[config.mk]
export PLATFORM = sky130hd
export DESIGN_NAME = los_monitor
export DESIGN_NICKNAME = d
export VERILOG_FILES = /design/src/rtl/los_pkg.sv /design/src/rtl/los_zero_run.sv /design/src/rtl/los_density_win.sv /design/src/rtl/los_out_stage.sv /design/src/rtl/los_monitor.sv
export SDC_FILE = /design/constraint.sdc
export NUM_CORES = 1
export LEC_CHECK = 0
export ABC_CLOCK_PERIOD_IN_PS = 2500
export BUFFER_PORTS_ARGS = -buffer_cell sky130_fd_sc_hd__buf_2
export CAP_MARGIN = 20
export CORE_UTILIZATION = 54
export DETAILED_ROUTE_END_ITERATION = 8
export PLACE_DENSITY_LB_ADDON = 0.2
export SYNTH_ARGS = -nofsm -noshare
export SYNTH_HDL_FRONTEND = slang
export SYNTH_SLANG_ARGS = --single-unit
[constraint.sdc]
create_clock -name clk -period 2.5 [get_ports clk]
set_clock_uncertainty 0.2 [all_clocks]
set_input_delay 0.125 -clock clk [delete_from_list [all_inputs] [get_ports clk]]
set_output_delay 0.125 -clock clk [all_outputs]
set_load 0.005 [all_outputs]
[src/rtl/los_pkg.sv]
package los_pkg;

  typedef enum logic [1:0] {
    LM_E1  = 2'b00,
    LM_K64 = 2'b01,
    LM_T1  = 2'b10,
    LM_T1X = 2'b11
  } line_mode_t;

  // Number of consecutive zeros at which loss is declared (limit + 1).
  function automatic int declare_count(line_mode_t m, int e1_run, int t1_run);
    if (m == LM_T1 || m == LM_T1X) return t1_run + 1;
    return e1_run + 1;
  endfunction

  // Running window count after shifting in one flag and dropping one.
  function automatic int window_next(int cur, logic in_b, logic out_b);
    return cur + int'(in_b) - int'(out_b);
  endfunction

endpackage

[src/rtl/los_zero_run.sv]
module los_zero_run #(
  parameter int E1_RUN = 32,
  parameter int T1_RUN = 175,
  parameter int RUN_W  = 8
) (
  input  logic                 clk,
  input  logic                 rst_n,
  input  logic                 bit_en,
  input  logic                 is_mark,
  input  los_pkg::line_mode_t  mode,
  output logic                 decl_o
);
  localparam int MAX_CNT = (E1_RUN > T1_RUN ? E1_RUN : T1_RUN) + 1;

  logic [RUN_W-1:0] run;
  int               lim;
  logic             zero_slot;

  always_comb begin
    lim       = los_pkg::declare_count(mode, E1_RUN, T1_RUN);
    zero_slot = bit_en && !is_mark;
    decl_o    = zero_slot && ((int'(run) + 1) >= lim);
  end

  always_ff @(posedge clk) begin
    if (!rst_n) begin
      run <= '0;
    end else if (bit_en) begin
      if (is_mark)                run <= '0;
      else if (int'(run) < lim)   run <= run + 1'b1;
    end
  end

  a_r5_mark_clears_run: assert property (@(posedge clk) disable iff (!rst_n)
    (bit_en && is_mark) |=> (run == '0));
  a_r4_run_bounded: assert property (@(posedge clk) disable iff (!rst_n)
    int'(run) <= MAX_CNT);
  a_r2_idle_run_stable: assert property (@(posedge clk) disable iff (!rst_n)
    !bit_en |=> $stable(run));

endmodule

[src/rtl/los_density_win.sv]
module los_density_win #(
  parameter int WIN_LEN   = 32,
  parameter int MIN_MARKS = 4
) (
  input  logic clk,
  input  logic rst_n,
  input  logic bit_en,
  input  logic is_mark,
  output logic dense_o
);
  localparam int CNT_W = $clog2(WIN_LEN + 1);

  logic [WIN_LEN-1:0] win;
  logic [CNT_W-1:0]   cnt;
  int                 cnt_nx;

  always_comb begin
    cnt_nx  = los_pkg::window_next(int'(cnt), is_mark, win[WIN_LEN-1]);
    dense_o = bit_en && (cnt_nx >= MIN_MARKS);
  end

  always_ff @(posedge clk) begin
    if (!rst_n) begin
      win <= '0;
      cnt <= '0;
    end else if (bit_en) begin
      win <= {win[WIN_LEN-2:0], is_mark};
      cnt <= CNT_W'(cnt_nx);
    end
  end

  a_r10_count_tracks_window: assert property (@(posedge clk) disable iff (!rst_n)
    int'(cnt) == $countones(win));
  a_r6_count_bounded: assert property (@(posedge clk) disable iff (!rst_n)
    int'(cnt) <= WIN_LEN);

endmodule

[src/rtl/los_out_stage.sv]
module los_out_stage (
  input  logic clk,
  input  logic rst_n,
  input  logic bit_en,
  input  logic mark_p,
  input  logic mark_n,
  input  logic mute,
  input  logic invert,
  output logic dat_p,
  output logic dat_n
);
  always_ff @(posedge clk) begin
    if (!rst_n) begin
      dat_p <= 1'b0;
      dat_n <= 1'b0;
    end else if (bit_en) begin
      dat_p <= mute ? 1'b0 : (mark_p ^ invert);
      dat_n <= mute ? 1'b0 : (mark_n ^ invert);
    end
  end

  a_r8_mute_forces_low: assert property (@(posedge clk) disable iff (!rst_n)
    (bit_en && mute) |=> (!dat_p && !dat_n));
  a_r9_invert_complements: assert property (@(posedge clk) disable iff (!rst_n)
    (bit_en && !mute && invert) |=> (dat_p == !$past(mark_p) && dat_n == !$past(mark_n)));

endmodule

[src/rtl/los_monitor.sv]
module los_monitor #(
  parameter int WIN_LEN   = 32,
  parameter int MIN_MARKS = 4,
  parameter int E1_RUN    = 32,
  parameter int T1_RUN    = 175
) (
  input  logic       clk,
  input  logic       rst_n,
  input  logic       bit_en,
  input  logic       mark_p,
  input  logic       mark_n,
  input  logic [1:0] mode,
  input  logic       lvl_ok,
  input  logic       mute,
  input  logic       invert,
  output logic       dat_p,
  output logic       dat_n,
  output logic       los
);
  localparam int RUN_W = $clog2((E1_RUN > T1_RUN ? E1_RUN : T1_RUN) + 2);

  logic                is_mark;
  logic                decl_evt;
  logic                dense;
  logic                clr_evt;
  los_pkg::line_mode_t mode_e;

  assign is_mark = mark_p || mark_n;
  assign mode_e  = los_pkg::line_mode_t'(mode);
  assign clr_evt = dense && lvl_ok;

  los_zero_run #(.E1_RUN(E1_RUN), .T1_RUN(T1_RUN), .RUN_W(RUN_W)) u_run (
    .clk(clk), .rst_n(rst_n), .bit_en(bit_en), .is_mark(is_mark),
    .mode(mode_e), .decl_o(decl_evt));

  los_density_win #(.WIN_LEN(WIN_LEN), .MIN_MARKS(MIN_MARKS)) u_win (
    .clk(clk), .rst_n(rst_n), .bit_en(bit_en), .is_mark(is_mark),
    .dense_o(dense));

  los_out_stage u_out (
    .clk(clk), .rst_n(rst_n), .bit_en(bit_en), .mark_p(mark_p),
    .mark_n(mark_n), .mute(mute), .invert(invert),
    .dat_p(dat_p), .dat_n(dat_n));

  always_ff @(posedge clk) begin
    if (!rst_n)                los <= 1'b1;
    else if (los && clr_evt)   los <= 1'b0;
    else if (!los && decl_evt) los <= 1'b1;
  end

  a_r3_declare_sets_los: assert property (@(posedge clk) disable iff (!rst_n)
    (!los && decl_evt) |=> los);
  a_r6_clear_drops_los: assert property (@(posedge clk) disable iff (!rst_n)
    (los && clr_evt) |=> !los);
  a_r7_level_holds_los: assert property (@(posedge clk) disable iff (!rst_n)
    (los && !lvl_ok) |=> los);
  a_r2_idle_holds_los: assert property (@(posedge clk) disable iff (!rst_n)
    !bit_en |=> $stable(los));
  a_r5_mark_never_declares: assert property (@(posedge clk) disable iff (!rst_n)
    (!los && bit_en && is_mark) |=> !los);

endmodule

After elaboration in Yosys (flattened, before gate mapping). Cells that the tools add are included.

RAM bits: 0. Flip-flop bits (word level): 49. Bits in read-only memories: 0. Memories kept: 0. Latch bits: 0. Output and inout port bits: 3. Word-level logic and storage cells: 39.

Bitwise logic cells: 2. Multiplexer cells: 9. Shifts and indexed selects: 0. Order comparisons: 3. Equality and inequality tests: 2. Div/mod/pow operators: 0. Multiply operators: 0. Add/sub/neg operators: 4. Reduce and logical (&&, ||, !) cells: 13.

Operators with widths (count): 32-bit by 4-bit >= comparator with 1-bit output (second input constant) (1); 32-bit by 9-bit >= comparator with 1-bit output (1); 8-bit 2-to-1 mux (4); 32-bit by 2-bit subtractor with 32-bit output (1); 8-bit by 1-bit adder with 9-bit output (second input constant) (1); 8-bit by 1-bit adder with 8-bit output (second input constant) (1); 8-bit less-than comparator (1); 6-bit by 1-bit adder with 7-bit output (1); 1-bit logical AND (6); 1-bit 2-to-1 mux (5); 2-bit == test (second input constant) (2); 2-bit nonzero test (2); 1-bit zero test (2); 1-bit logical OR (2); 2-bit AND reduction (1); 1-bit bitwise XOR (2).

Logic depth before layout (Yosys ltp). Gate-level depths: netlist of run 1.

Depth after elaboration: 9. Depth in mapped cells: 13. Mapped depth without buffers: 12.

Cells and area by module. Synthesis of run 1 repeated with hierarchy kept, for this count alone.

Cells, all modules: 269. Area, all modules: 2593.7 sq um.

Modules (own cells, without submodules): los_density_win (times used 1, seq. area each 760.7 sq um, cells each 174, area each 1781.7 sq um); los_zero_run (times used 1, seq. area each 160.2 sq um, cells each 81, area each 676.9 sq um); los_out_stage (times used 1, seq. area each 40.0 sq um, cells each 9, area each 90.1 sq um); los_monitor (times used 1, seq. area each 20.0 sq um, cells each 5, area each 45.0 sq um).

Worst setup path after synthesis of run 1. Ideal clock, no wire load.

Kind: input to register. Start point: input mark_n. End point: register los. Arrival: 2092 ps. Setup time: 79 ps. Cell stages on the path: 13. Slack: 129 ps. Cells stage by stage: nor2_1 -> inv_1 -> ha_1 -> ha_1 -> clkbuf_1 -> and3_1 -> nand3_1 -> o31ai_1 -> and3_1 -> ha_1 -> nor4bb_1 -> nand3_1 -> o211ai_1.

Longest elaborated chain between the ends: 8. Elaborated cells between the ends (all ways): 13.

RTL lines: from (decl) (line los_monitor.sv:11) `input logic mark_n,`; 1-bit logical OR (*) (line los_monitor.sv:28) `assign is_mark = mark_p || mark_n;`; named net is_mark (line los_monitor.sv:22) `logic is_mark;`; 6-bit by 1-bit adder with 7-bit output (line los_pkg.sv:18) `return cur + int'(in_b) - int'(out_b);`; 32-bit by 2-bit subtractor with 32-bit output (line los_pkg.sv:18); 32-bit by 4-bit >= comparator with 1-bit output (line los_density_win.sv:19) `dense_o = bit_en && (cnt_nx >= MIN_MARKS);`; 1-bit logical AND (line los_density_win.sv:19); 1-bit logical AND (line los_monitor.sv:30) `assign clr_evt = dense && lvl_ok;`; 1-bit logical AND (line los_monitor.sv:47) `else if (los && clr_evt) los <= 1'b0;`; 1-bit 2-to-1 mux or 2-bit nonzero test (tied branches); to (signal assigned) (line los_monitor.sv:46) `if (!rst_n) los <= 1'b1;`; to (signal assigned) (line los_monitor.sv:47); to (signal assigned) (line los_monitor.sv:48) `else if (!los && decl_evt) los <= 1'b1;`; to (decl) (line los_monitor.sv:18) `output logic los`.

The timed path passes the listed nets; every way through them passes the cells marked *. A chain may end at the register's enable or synchronous reset.

Final worst setup path of run 1.
Start point: register u_win.cnt[0]. End point: register los.

Longest elaborated chain between the ends: 7. Elaborated cells between the ends (all ways): 8.

RTL lines: from (decl) (line los_density_win.sv:14) `logic [CNT_W-1:0] cnt;`; from (signal assigned) (line los_density_win.sv:28) `cnt <= CNT_W'(cnt_nx);`; 6-bit by 1-bit adder with 7-bit output (*) (line los_pkg.sv:18); 32-bit by 2-bit subtractor with 32-bit output (*) (line los_pkg.sv:18); 32-bit by 4-bit >= comparator with 1-bit output (*) (line los_density_win.sv:19); 1-bit logical AND (*) (line los_density_win.sv:19); 1-bit logical AND (*) (line los_monitor.sv:30); 1-bit logical AND (*) (line los_monitor.sv:47); 1-bit 2-to-1 mux or 2-bit nonzero test (tied branches).

Mark *: on every way between the ends. The rest lies on a longest branch, timed or not.

==> results of run 1 <==
## worst max path at each step
| stage | from | endpoint | slack (ps) | depth (start not counted) |
|---|---|---|---|---|
| after floorplan | mark_n | los$_SDFFE_PN1P_ | 130 | 13 |
| after global placement | mark_n | los$_SDFFE_PN1P_ | 0.1 | 12 |
| after detailed placement | mark_n | los$_SDFFE_PN1P_ | -40 | 12 |
| after CTS | u_run.run[0]$_SDFFE_PN0P_ | los$_SDFFE_PN1P_ | 110 | 9 |
| after global routing | u_win.cnt[0]$_SDFFE_PN0P_ | los$_SDFFE_PN1P_ | 20 | 9 |
| final | u_win.cnt[0]$_SDFFE_PN0P_ | los$_SDFFE_PN1P_ | 160 | 9 |
## metal layers
layer  wire (um)  part of all wire, %  vias to the layer above
li1            -                    -                      960
met4          70                  1.7                        0
met2        1870                   45                       17
met5           0                    0                        -
met1        2094                   51                      816
met3          94                  2.3                        6
## cell usage after synthesis, types with 2 or more instances
cell	n	area (um^2)
clkbuf_1	9	33.78
and3_1	3	18.77
nor3_1	6	30.03
ha_1	12	150.1
nand2_1	13	48.80
a211o_1	3	26.28
xor2_1	4	35.03
nor2_1	44	165.2
o2bb2ai_1	2	17.52
buf_1	3	11.26
a22o_2	3	30.03
nand2b_1	5	31.28
dfxtp_1	49	980.9
xnor2_1	11	96.34
buf_2	2	10.01
or2_2	3	18.77
o211ai_1	2	15.01
nor3b_1	2	15.01
inv_1	7	26.28
and2_1	3	18.77
mux2i_1	32	320.3
o21ai_0	3	15.01
a21oi_1	7	35.03
nand3_1	8	40.04
a211oi_1	3	22.52
nor4b_1	2	17.52
a21o_2	2	17.52
nand3b_1	2	15.01
## sequential cells by signal (all words and copies together), names as in the netlist
signal and cells:
u_win.win 32, u_win.cnt 6, u_out.dat_p 1, u_run.run 8, los 1, u_out.dat_n 1
## per-stage QoR
stage               power, uW  std cells  instance area, um^2
floorplan               890.1        264                 2434
global placement        926.1        329                 2615
detailed placement      929.0        329                 2615
CTS                      1448        338                 2730
global route             1493        338                 2738
finish                   1431        338                 2738
## tightest hold or removal path: stages
cell and delay, ps:
buf_2 100, xnor2_1 60, o2bb2ai_1 100, and2_1 110
## repair_timing
action	in CTS	in global routing
endpoints found under the hold margin	3	0
setup endpoints to repair	0	1
gates resized for setup	0	2
hold buffers	1	0
## where the power goes
part | internal, uW | total (uW) | leakage (uW) | switching [uW]
clock network | 256 | 519 | 0.0000549 | 263
registers | 788 | 794 | 0.000396 | 6.48
logic | 55.1 | 118 | 0.000747 | 62.7
total | 1100 | 1430 | 0.00120 | 332
## cells in the final DEF, fill, tap and decap left out, types with 8 or more instances in the layout
| cell type | netlist | layout |
|---|---|---|
| buf_2 | 2 | 11 |
| buf_4 | 0 | 17 |
| dfxtp_1 | 49 | 48 |
| ha_1 | 12 | 12 |
| mux2i_1 | 32 | 32 |
| nand2_1 | 13 | 13 |
| nand3_1 | 8 | 8 |
| nor2_1 | 44 | 44 |
| xnor2_1 | 11 | 11 |
## area by class of cell
class / instances / area (um^2)
Inverter: 7 / 26.28
Clock inverter: 1 / 8.758
Tap cell: 52 / 65.06
Clock buffer: 7 / 96.34
Timing Repair Buffer: 29 / 192.7
Sequential cell: 49 / 982.2
Fill cell: 388 / 1617
Multi-Input combinational cell: 193 / 1366
## kinds of logic after synthesis
logic type | Yosys count | synth area share [%]
simple gates | 98 | 19.90
flops | 49 | 40.31
compound gates | 35 | 10.80
mux | 33 | 13.62
buf+inv | 22 | 3.805
xor+xnor | 15 | 5.398
fa+ha+maj | 12 | 6.170
==> flow_summary.toml, run 1 <==
[cts]
postCtsSetupBuffers = 0
clkTransAtPathRegs_ps = 90
clock_latency_ps = 300
cts_buffers = 5
cts_tree = "done"
clock-sinks = 49
root_buffer = "clkbuf_8"
htree_num_levels = 2
cts.path.max_buffers = 2

[worst_setup_path]
regToRegStartpoint = "u_win.cnt[0]$_SDFFE_PN0P_"
r2r_slack_ps = 160
crit_path_start_kind = "flip-flop"
arrival_ps = 2370
worstPathRequired_ps = 2530
path_common_cell = "ha_1"
reg2reg_to = "los$_SDFFE_PN1P_"
cp_slowest_cell = "dfxtp_1"
crit_family = "adder cells"
max_stage_delay_ps = 320
rr_worst_depth = 9
path_class = "reg -> reg"
worstPathCellList = "ha_1 > ha_1 > inv_1 > ha_1 > or2_2 > a32o_1 > xnor2_1 > nand3_1 > o211ai_1"
cp_num_buf_inv = 1
cp_max_fo = 5
critPathCaptureType = "flip-flop"

[synthesis]
yosysWarnings = 0
synth_cell_types = 47
synth_edf_count = 0
synth.yosys.seq_area_share_pct = 40.31
synth-main-ff-cell = "dfxtp_1"
avgSynthCellArea_um2 = 9.218
ys_ff_latch = 49
synthCells = 264
postSynth.asyncResetShare_pct = 0
syn_nets = 286
synthesis.area_mm2 = 0.002434

[floorplan]
die_area_mm2 = 0.004779
start_util_pct = 55.89
die_h_um = 69.13
rows = 24
core_mm2 = 0.004354
die_w_um = 69.13
io-pin-count = 13

[placement]
io_buffers = 11
place.gp.congestion = 0.8335
post-dp-hpwl_um = 2865
pre_cts_ws_ps = -35.76

[timing]
setup_tns_ps = 0
timing.hold.ws_ps = 29.00
fin_crit_ps = 2338
worst_pin_slew_ps = 555.2
relSlewSlack_pct = 62.98
layout_worst_path_cycle_share_pct = 93.51
fin_ws_ps = 162.2
fmax_mhz = 427.7
drv_slew = 0
setup_viol = 0
rsz0062_at_grt = "false"
finalHoldViolCount = 0

[global_route]
track_usage_pct = 18.65
grt_overflow = 0
grt_busiest_layer = "met2"
met1_usage_pct = 23.77
grt_use_met3_pct = 4.532
grt_pass1_wl_um = 7245
grt_max_degree = 38
antenna_found_initial = 0
first_global_vias = 1654
grtUsageMet2_pct = 29.88

[pwr]
power_leakage_uw = 0.001198
peakVddDrop_v = 0.0004243
p_per_area_mw_per_mm2 = 522.5

[detailed_routing]
drt_first_pass_iters = 4
routed_wl_um = 4130
vias_per_cell = 5.322
vias = 1799
wire_per_inst_um = 12.22
drc = 0
antenna_left = 0
drt_iter0_drc = 97

[finish]
layout-drive-gt1-share_pct = 17.83
fin_util_pct = 62.87
area_delta_synth_final_pct = 12.49
n_antenna_cell = 0
fin_nets = 307

[min_path]
hold_class = "in -> reg"
holdPathEnd = "u_out.dat_p$_SDFFE_PN0P_"
min_from = "invert"
min_path_cells = 4

[run_status]
status = "finished, final reports clean"

[job]
cap_violations = 0
(Power assumes the default switching activity.)
==> run 2: changes to the inputs <==
--- a/config.mk
+++ b/config.mk
@@ -5,12 +5,13 @@
 export SDC_FILE = /design/constraint.sdc
 export NUM_CORES = 1
 export LEC_CHECK = 0
-export ABC_CLOCK_PERIOD_IN_PS = 2500
+export ABC_CLOCK_PERIOD_IN_PS = 2900
 export BUFFER_PORTS_ARGS = -buffer_cell sky130_fd_sc_hd__buf_2
 export CAP_MARGIN = 20
-export CORE_UTILIZATION = 54
+export CORE_UTILIZATION = 65
 export DETAILED_ROUTE_END_ITERATION = 8
 export PLACE_DENSITY_LB_ADDON = 0.2
 export SYNTH_ARGS = -nofsm -noshare
 export SYNTH_HDL_FRONTEND = slang
+export SYNTH_HIERARCHICAL = 1
 export SYNTH_SLANG_ARGS = --single-unit
==> constraint.sdc (replaced) <==
create_clock -name clk -period 2.9 [get_ports clk]
set_clock_uncertainty 0.2 [all_clocks]
set_input_delay 0.145 -clock clk [delete_from_list [all_inputs] [get_ports clk]]
set_output_delay 0.145 -clock clk [all_outputs]
set_load 0.005 [all_outputs]
==> flow_summary.toml, run 2 <==
[finish]
fin_nets = 309
largest_reg_flops = 32
area_delta_synth_final_pct = 10.27
n_antenna_cell = 0
fin_area_mm2 = 0.002860
instances_no_fill = 332
final_common_cell = "dfxtp_1"
largest_register = "u_win/win"
reg_top3 = "u_win/win: 32 flops, u_run/run: 8 flops, u_win/cnt: 6 flops"
layout-drive-gt1-share_pct = 14.08
final_cell_mix = "49 x dfxtp_1, 35 x mux2i_1, 34 x nor2b_1"

[detailed_routing]
drt_iter0_drc = 80
drc = 0
vias_per_cell = 5.657
wire_per_inst_um = 13.58
routed_wl_um = 4510
antenna_left = 0
vias = 1878
drt_first_pass_iters = 5

[timing]
setup_tns_ps = 0
fin_crit_ps = 2767
relSlewSlack_pct = 52.50
drv_slew = 0
worst_pin_slew_ps = 712.5
finalHoldViolCount = 0
setup_viol = 0
rsz0062_at_grt = "false"
layout_worst_path_cycle_share_pct = 95.42
timing.hold.ws_ps = 130.9
fmax_mhz = 361.4

[floorplan]
io-pin-count = 13
die_w_um = 65.17
die_area_mm2 = 0.004247
rows = 22
die_h_um = 65.17
start_util_pct = 69.28
core_mm2 = 0.003744

[synthesis]
synth_cell_types = 56
synthTopCellsByCount = "49 x dfxtp_1, 35 x mux2i_1, 34 x nor2b_1"
synth-main-ff-cell = "dfxtp_1"
synth_edf_count = 0
yosysWarnings = 6
avgSynthCellArea_um2 = 9.642
synthCells = 269
yosysTopAreaCellShare_pct = 37.82
yosysTopAreaCell = "dfxtp_1"
ys_ff_latch = 49
yosysMostFrequentCell = "dfxtp_1"
yosys-top-cells-area = "dfxtp_1 38%, mux2i_1 14%, nor2b_1 8.2%"
synth.yosys.seq_area_share_pct = 37.82
postSynth.asyncResetShare_pct = 0
synthesis.area_mm2 = 0.002594
syn_nets = 295

[cts]
cts_tree = "done"
clock_latency_ps = 300
cts_buffers = 5
clock-sinks = 49
clkTransAtPathRegs_ps = 90
cts.path.max_buffers = 2
root_buffer = "clkbuf_8"
htree_num_levels = 2
postCtsSetupBuffers = 0

[worst_setup_path]
path_class = "reg -> reg"
r2r_slack_ps = 130
reg2reg_to = "los$_SDFFE_PN1P_"
arrival_ps = 2810
rr_worst_depth = 11
worstPathRequired_ps = 2940
cp_max_fo = 4
crit_path_start_kind = "flip-flop"
regToRegStartpoint = "u_win/cnt[0]$_SDFFE_PN0P_"
critPathCaptureType = "flip-flop"

[global_route]
track_usage_pct = 23.26
grt_max_degree = 52
grt_pass1_wl_um = 7596
grt_overflow = 0
first_global_vias = 1685
antenna_found_initial = 0

[pwr]
p_per_area_mw_per_mm2 = 525.1
peakVddDrop_v = 0.0005050
power_leakage_uw = 0.001207

[placement]
place_inst = 319
place.gp.congestion = 0.8093
place_area_mm2 = 0.002671
io_buffers = 11
post-dp-hpwl_um = 2958

[min_path]
holdPathEnd = "los$_SDFFE_PN1P_"
hold_class = "in -> reg"
min_from = "rst_n"
min_path_cells = 2

[job]
cap_violations = 0

[run_status]
status = "finished, final reports clean"
==> run 2: cell count changes after synthesis, sizes merged, moves of 4 or more <==
cell,change
nor2b,+34
nor2,-33
nor3,-6
a31oi,+4
o21ai,+5
inv,+11
xnor2,-5
a41o,+4
nand2,-5
==> run 2: per-stage QoR <==
step | util, % | worst slack [ps] | power (uW)
after floorplan | - | 180.4 | 926.0
after global placement | 71.36 | 99.34 | 975.2
after detailed placement | 71.36 | 73.56 | 979.5
after CTS | 75.90 | 43.43 | 1499
after global routing | 76.40 | 17.15 | 1577
final | 76.40 | 132.7 | 1502
==> run 2: timing repair <==
item                                    CTS  global route
endpoints found under the setup margin    0             1
hold endpoints to repair                  3             0
gates resized for setup                   0             4
hold buffers                              5             0
==> run 2: power by group <==
group | switching (uW) | internal (uW)
clock network | 234 | 281
registers | 13.9 | 690
logic | 146 | 138
==> run 2: layout make-up <==
type                            count  area, um^2
Fill cell                         261       883.3
Sequential cell                    49       980.9
Multi-Input combinational cell    191        1511
Clock buffer                        6       82.58
Clock inverter                      2       37.54
Timing Repair Buffer               18       120.1
Inverter                           18       67.56
Tap cell                           48       60.06
==> run 2: worst max-delay path by stage <==
stage | startpoint | to | slack (ps) | depth (start not counted)
after CTS | u_win/cnt[0]$_SDFFE_PN0P_ | los$_SDFFE_PN1P_ | 40 | 11
after detailed placement | u_win/cnt[0]$_SDFFE_PN0P_ | los$_SDFFE_PN1P_ | 70 | 11
after global routing | u_win/cnt[0]$_SDFFE_PN0P_ | los$_SDFFE_PN1P_ | 20 | 11
after global placement | u_win/cnt[0]$_SDFFE_PN0P_ | los$_SDFFE_PN1P_ | 100 | 11
after floorplan | u_win/cnt[0]$_SDFFE_PN0P_ | los$_SDFFE_PN1P_ | 180 | 11
final | u_win/cnt[0]$_SDFFE_PN0P_ | los$_SDFFE_PN1P_ | 130 | 11
==> run 2: logic make-up (layout without fill, tap and decap cells) <==
group,Yosys count,in the layout,synth area share [%]
multiplexers,35,35,13.51
buffers and inverters,29,44,4.630
XOR/XNOR,7,7,2.653
adder cells (fa/ha/maj),16,16,8.008
AO/OA/AOI/OAI,44,44,12.78
flip-flops,49,49,37.82
AND/OR/NAND/NOR,89,89,20.60
==> run 2: worst max-delay path, cell delays in order, from the launching register on <==
cell      delay (ps)
dfxtp_1          330
inv_1             40
ha_1             270
inv_1             40
ha_1             210
fa_2             370
and3_4           210
or3_4            370
a221oi_2         270
a311oi_1         100
and3_1           210
o21ai_2          100
==> run 2: layer usage <==
| metal | global-route usage (%) | part of all wire [%] | vias to the layer above |
|---|---|---|---|
| li1 | - | - | 970 |
| met1 | 29.15 | 49 | 873 |
| met2 | 39.05 | 46 | 27 |
| met3 | 4.688 | 3.0 | 8 |
| met4 | 8.967 | 2.0 | 0 |
| met5 | 0 | 0 | - |
==> run 3: changes to the inputs <==
--- a/config.mk
+++ b/config.mk
@@ -13,5 +13,4 @@
 export PLACE_DENSITY_LB_ADDON = 0.2
 export SYNTH_ARGS = -nofsm -noshare
 export SYNTH_HDL_FRONTEND = slang
-export SYNTH_HIERARCHICAL = 1
 export SYNTH_SLANG_ARGS = --single-unit
==> flow_summary.toml, run 3 (same netlist as run 1, synthesis figures left out) <==
[cts]
cts_tree = "done"
clock-sinks = 49
cts.path.max_buffers = 2
clock_latency_ps = 310
cts_buffers = 5
root_buffer = "clkbuf_8"
clkTransAtPathRegs_ps = 90
htree_num_levels = 2
postCtsSetupBuffers = 0

[timing]
timing.hold.ws_ps = 49.10
relSlewSlack_pct = 57.16
finalHoldViolCount = 0
fin_ws_ps = 419.5
fmax_mhz = 403.1
setup_viol = 0
layout_worst_path_cycle_share_pct = 85.54
drv_slew = 0
rsz0062_at_grt = "false"
setup_tns_ps = 0
fin_crit_ps = 2481
worst_pin_slew_ps = 633.7

[finish]
fin_nets = 292
area_delta_synth_final_pct = 7.044
layout-drive-gt1-share_pct = 12.55
largest_reg_flops = 32
n_fill_cell = 260
largest_register = "u_win.win"
final_common_cell = "dfxtp_1"
n_antenna_cell = 0
final_cell_mix = "49 x dfxtp_1, 44 x nor2_1, 32 x mux2i_1"
fin_util_pct = 75.11
reg_top3 = "u_win.win: 32 flops, u_run.run: 8 flops, u_win.cnt: 6 flops"

[job]
cap_violations = 0

[detailed_routing]
drt_iter0_drc = 92
vias_per_cell = 5.536
routed_wl_um = 4001
wire_per_inst_um = 12.62
antenna_left = 0
drt_first_pass_iters = 5
vias = 1755
drc = 0

[worst_setup_path]
crit_path_start_kind = "flip-flop"
crit_family = "simple AND/OR/NAND/NOR gates"
rr_worst_depth = 10
worstPathRequired_ps = 2940
arrival_ps = 2520
path_class = "reg -> reg"
cp_slowest_cell = "dfxtp_1"
critPathCaptureType = "flip-flop"
cp_num_buf_inv = 0
crit_cells = 10
worstPathCellList = "ha_1 > ha_1 > and3_1 > nand3_1 > o31ai_1 > and3_1 > ha_1 > nor4bb_1 > nand3_1 > o211ai_1"
cp_max_fo = 8
path_common_cell = "ha_1"
max_stage_delay_ps = 320

[floorplan]
start_util_pct = 70.17
die_w_um = 63.19
rows = 21
io-pin-count = 13
die_area_mm2 = 0.003993
die_h_um = 63.19
core_mm2 = 0.003468

[pwr]
peakVddDrop_v = 0.0004377
power_leakage_uw = 0.001117
p_total_uw = 1204
p_per_area_mw_per_mm2 = 462.3

[global_route]
first_global_vias = 1613
antenna_found_initial = 0
track_usage_pct = 22.31
grt_max_degree = 38
grt_overflow = 0
grt_pass1_wl_um = 6962

[placement]
place.gp.congestion = 0.8775
pre_cts_ws_ps = 182.2
io_buffers = 11
post-dp-hpwl_um = 2779

[min_path]
min_path_cells = 4
hold_class = "in -> reg"

[run_status]
status = "finished, final reports clean"
-- run 3: cell count changes in the layout (fill, tap and decap cells not counted), moves of 4 or more --
cell           change
nor2_1            +33
nor2b_1           -34
inv_1             -11
a31oi_1            -4
nand2_1            +5
nor3_1             +6
xnor2_1            +6
dlygate4sd3_1      -4
-- run 3: worst reg2reg max path, delay by kind of cell (launching register included) --
kind	cells	cell delay, ps
compound gates	2	220
fa+ha+maj	3	780
flops	1	320
simple gates	5	900
-- run 3: final cells by class --
cell class                 count  area, um^2  share of cell area, %
multi-input combinational    193        1360                  52.21
sequential                    49       980.9                  37.66
clock buffer                   6       82.58                  3.170
timing repair buffer          14       80.08                  3.074
tap                           46       57.56                  2.209
inverter                       7       26.28                  1.009
clock inverter                 2       17.52                 0.6724
-- run 3: per-layer routing --
metal,up-vias,share of wire (%),track usage [%]
met5,-,0,0
met4,0,2.0,11.08
met3,7,3.2,5.072
met2,25,44,36.29
met1,786,51,27.60
li1,937,-,-
-- run 3: power by group --
part | internal (uW) | switching [uW] | total (uW)
clock network | 198 | 232 | 430
logic | 38.1 | 51.5 | 89.7
registers | 679 | 5.65 | 685
-- run 3: path summary, 6_finish.rpt --
kind	start	endpoint	slack, ps
worst max-delay path	u_win.cnt[0]$_SDFFE_PN0P_	los$_SDFFE_PN1P_	420
worst min-delay path	invert	u_out.dat_p$_SDFFE_PN0P_	50
worst max register to register	u_win.cnt[0]$_SDFFE_PN0P_	los$_SDFFE_PN1P_	420
worst min register to register	u_win.win[0]$_SDFFE_PN0P_	u_win.win[0]$_SDFFE_PN0P_	280
-- run 3: what timing repair did --
action | in CTS | in global routing
gates resized for setup | 0 | 0
hold buffers | 1 | 0
endpoints found under the hold margin | 3 | 0
-- run 3: stage by stage --
| step | area, um^2 | std cells |
|---|---|---|
| after floorplan | 2434 | 264 |
| after global placement | 2495 | 308 |
| after detailed placement | 2495 | 308 |
| after CTS | 2605 | 317 |
| after global routing | 2605 | 317 |
| final | 2605 | 317 |
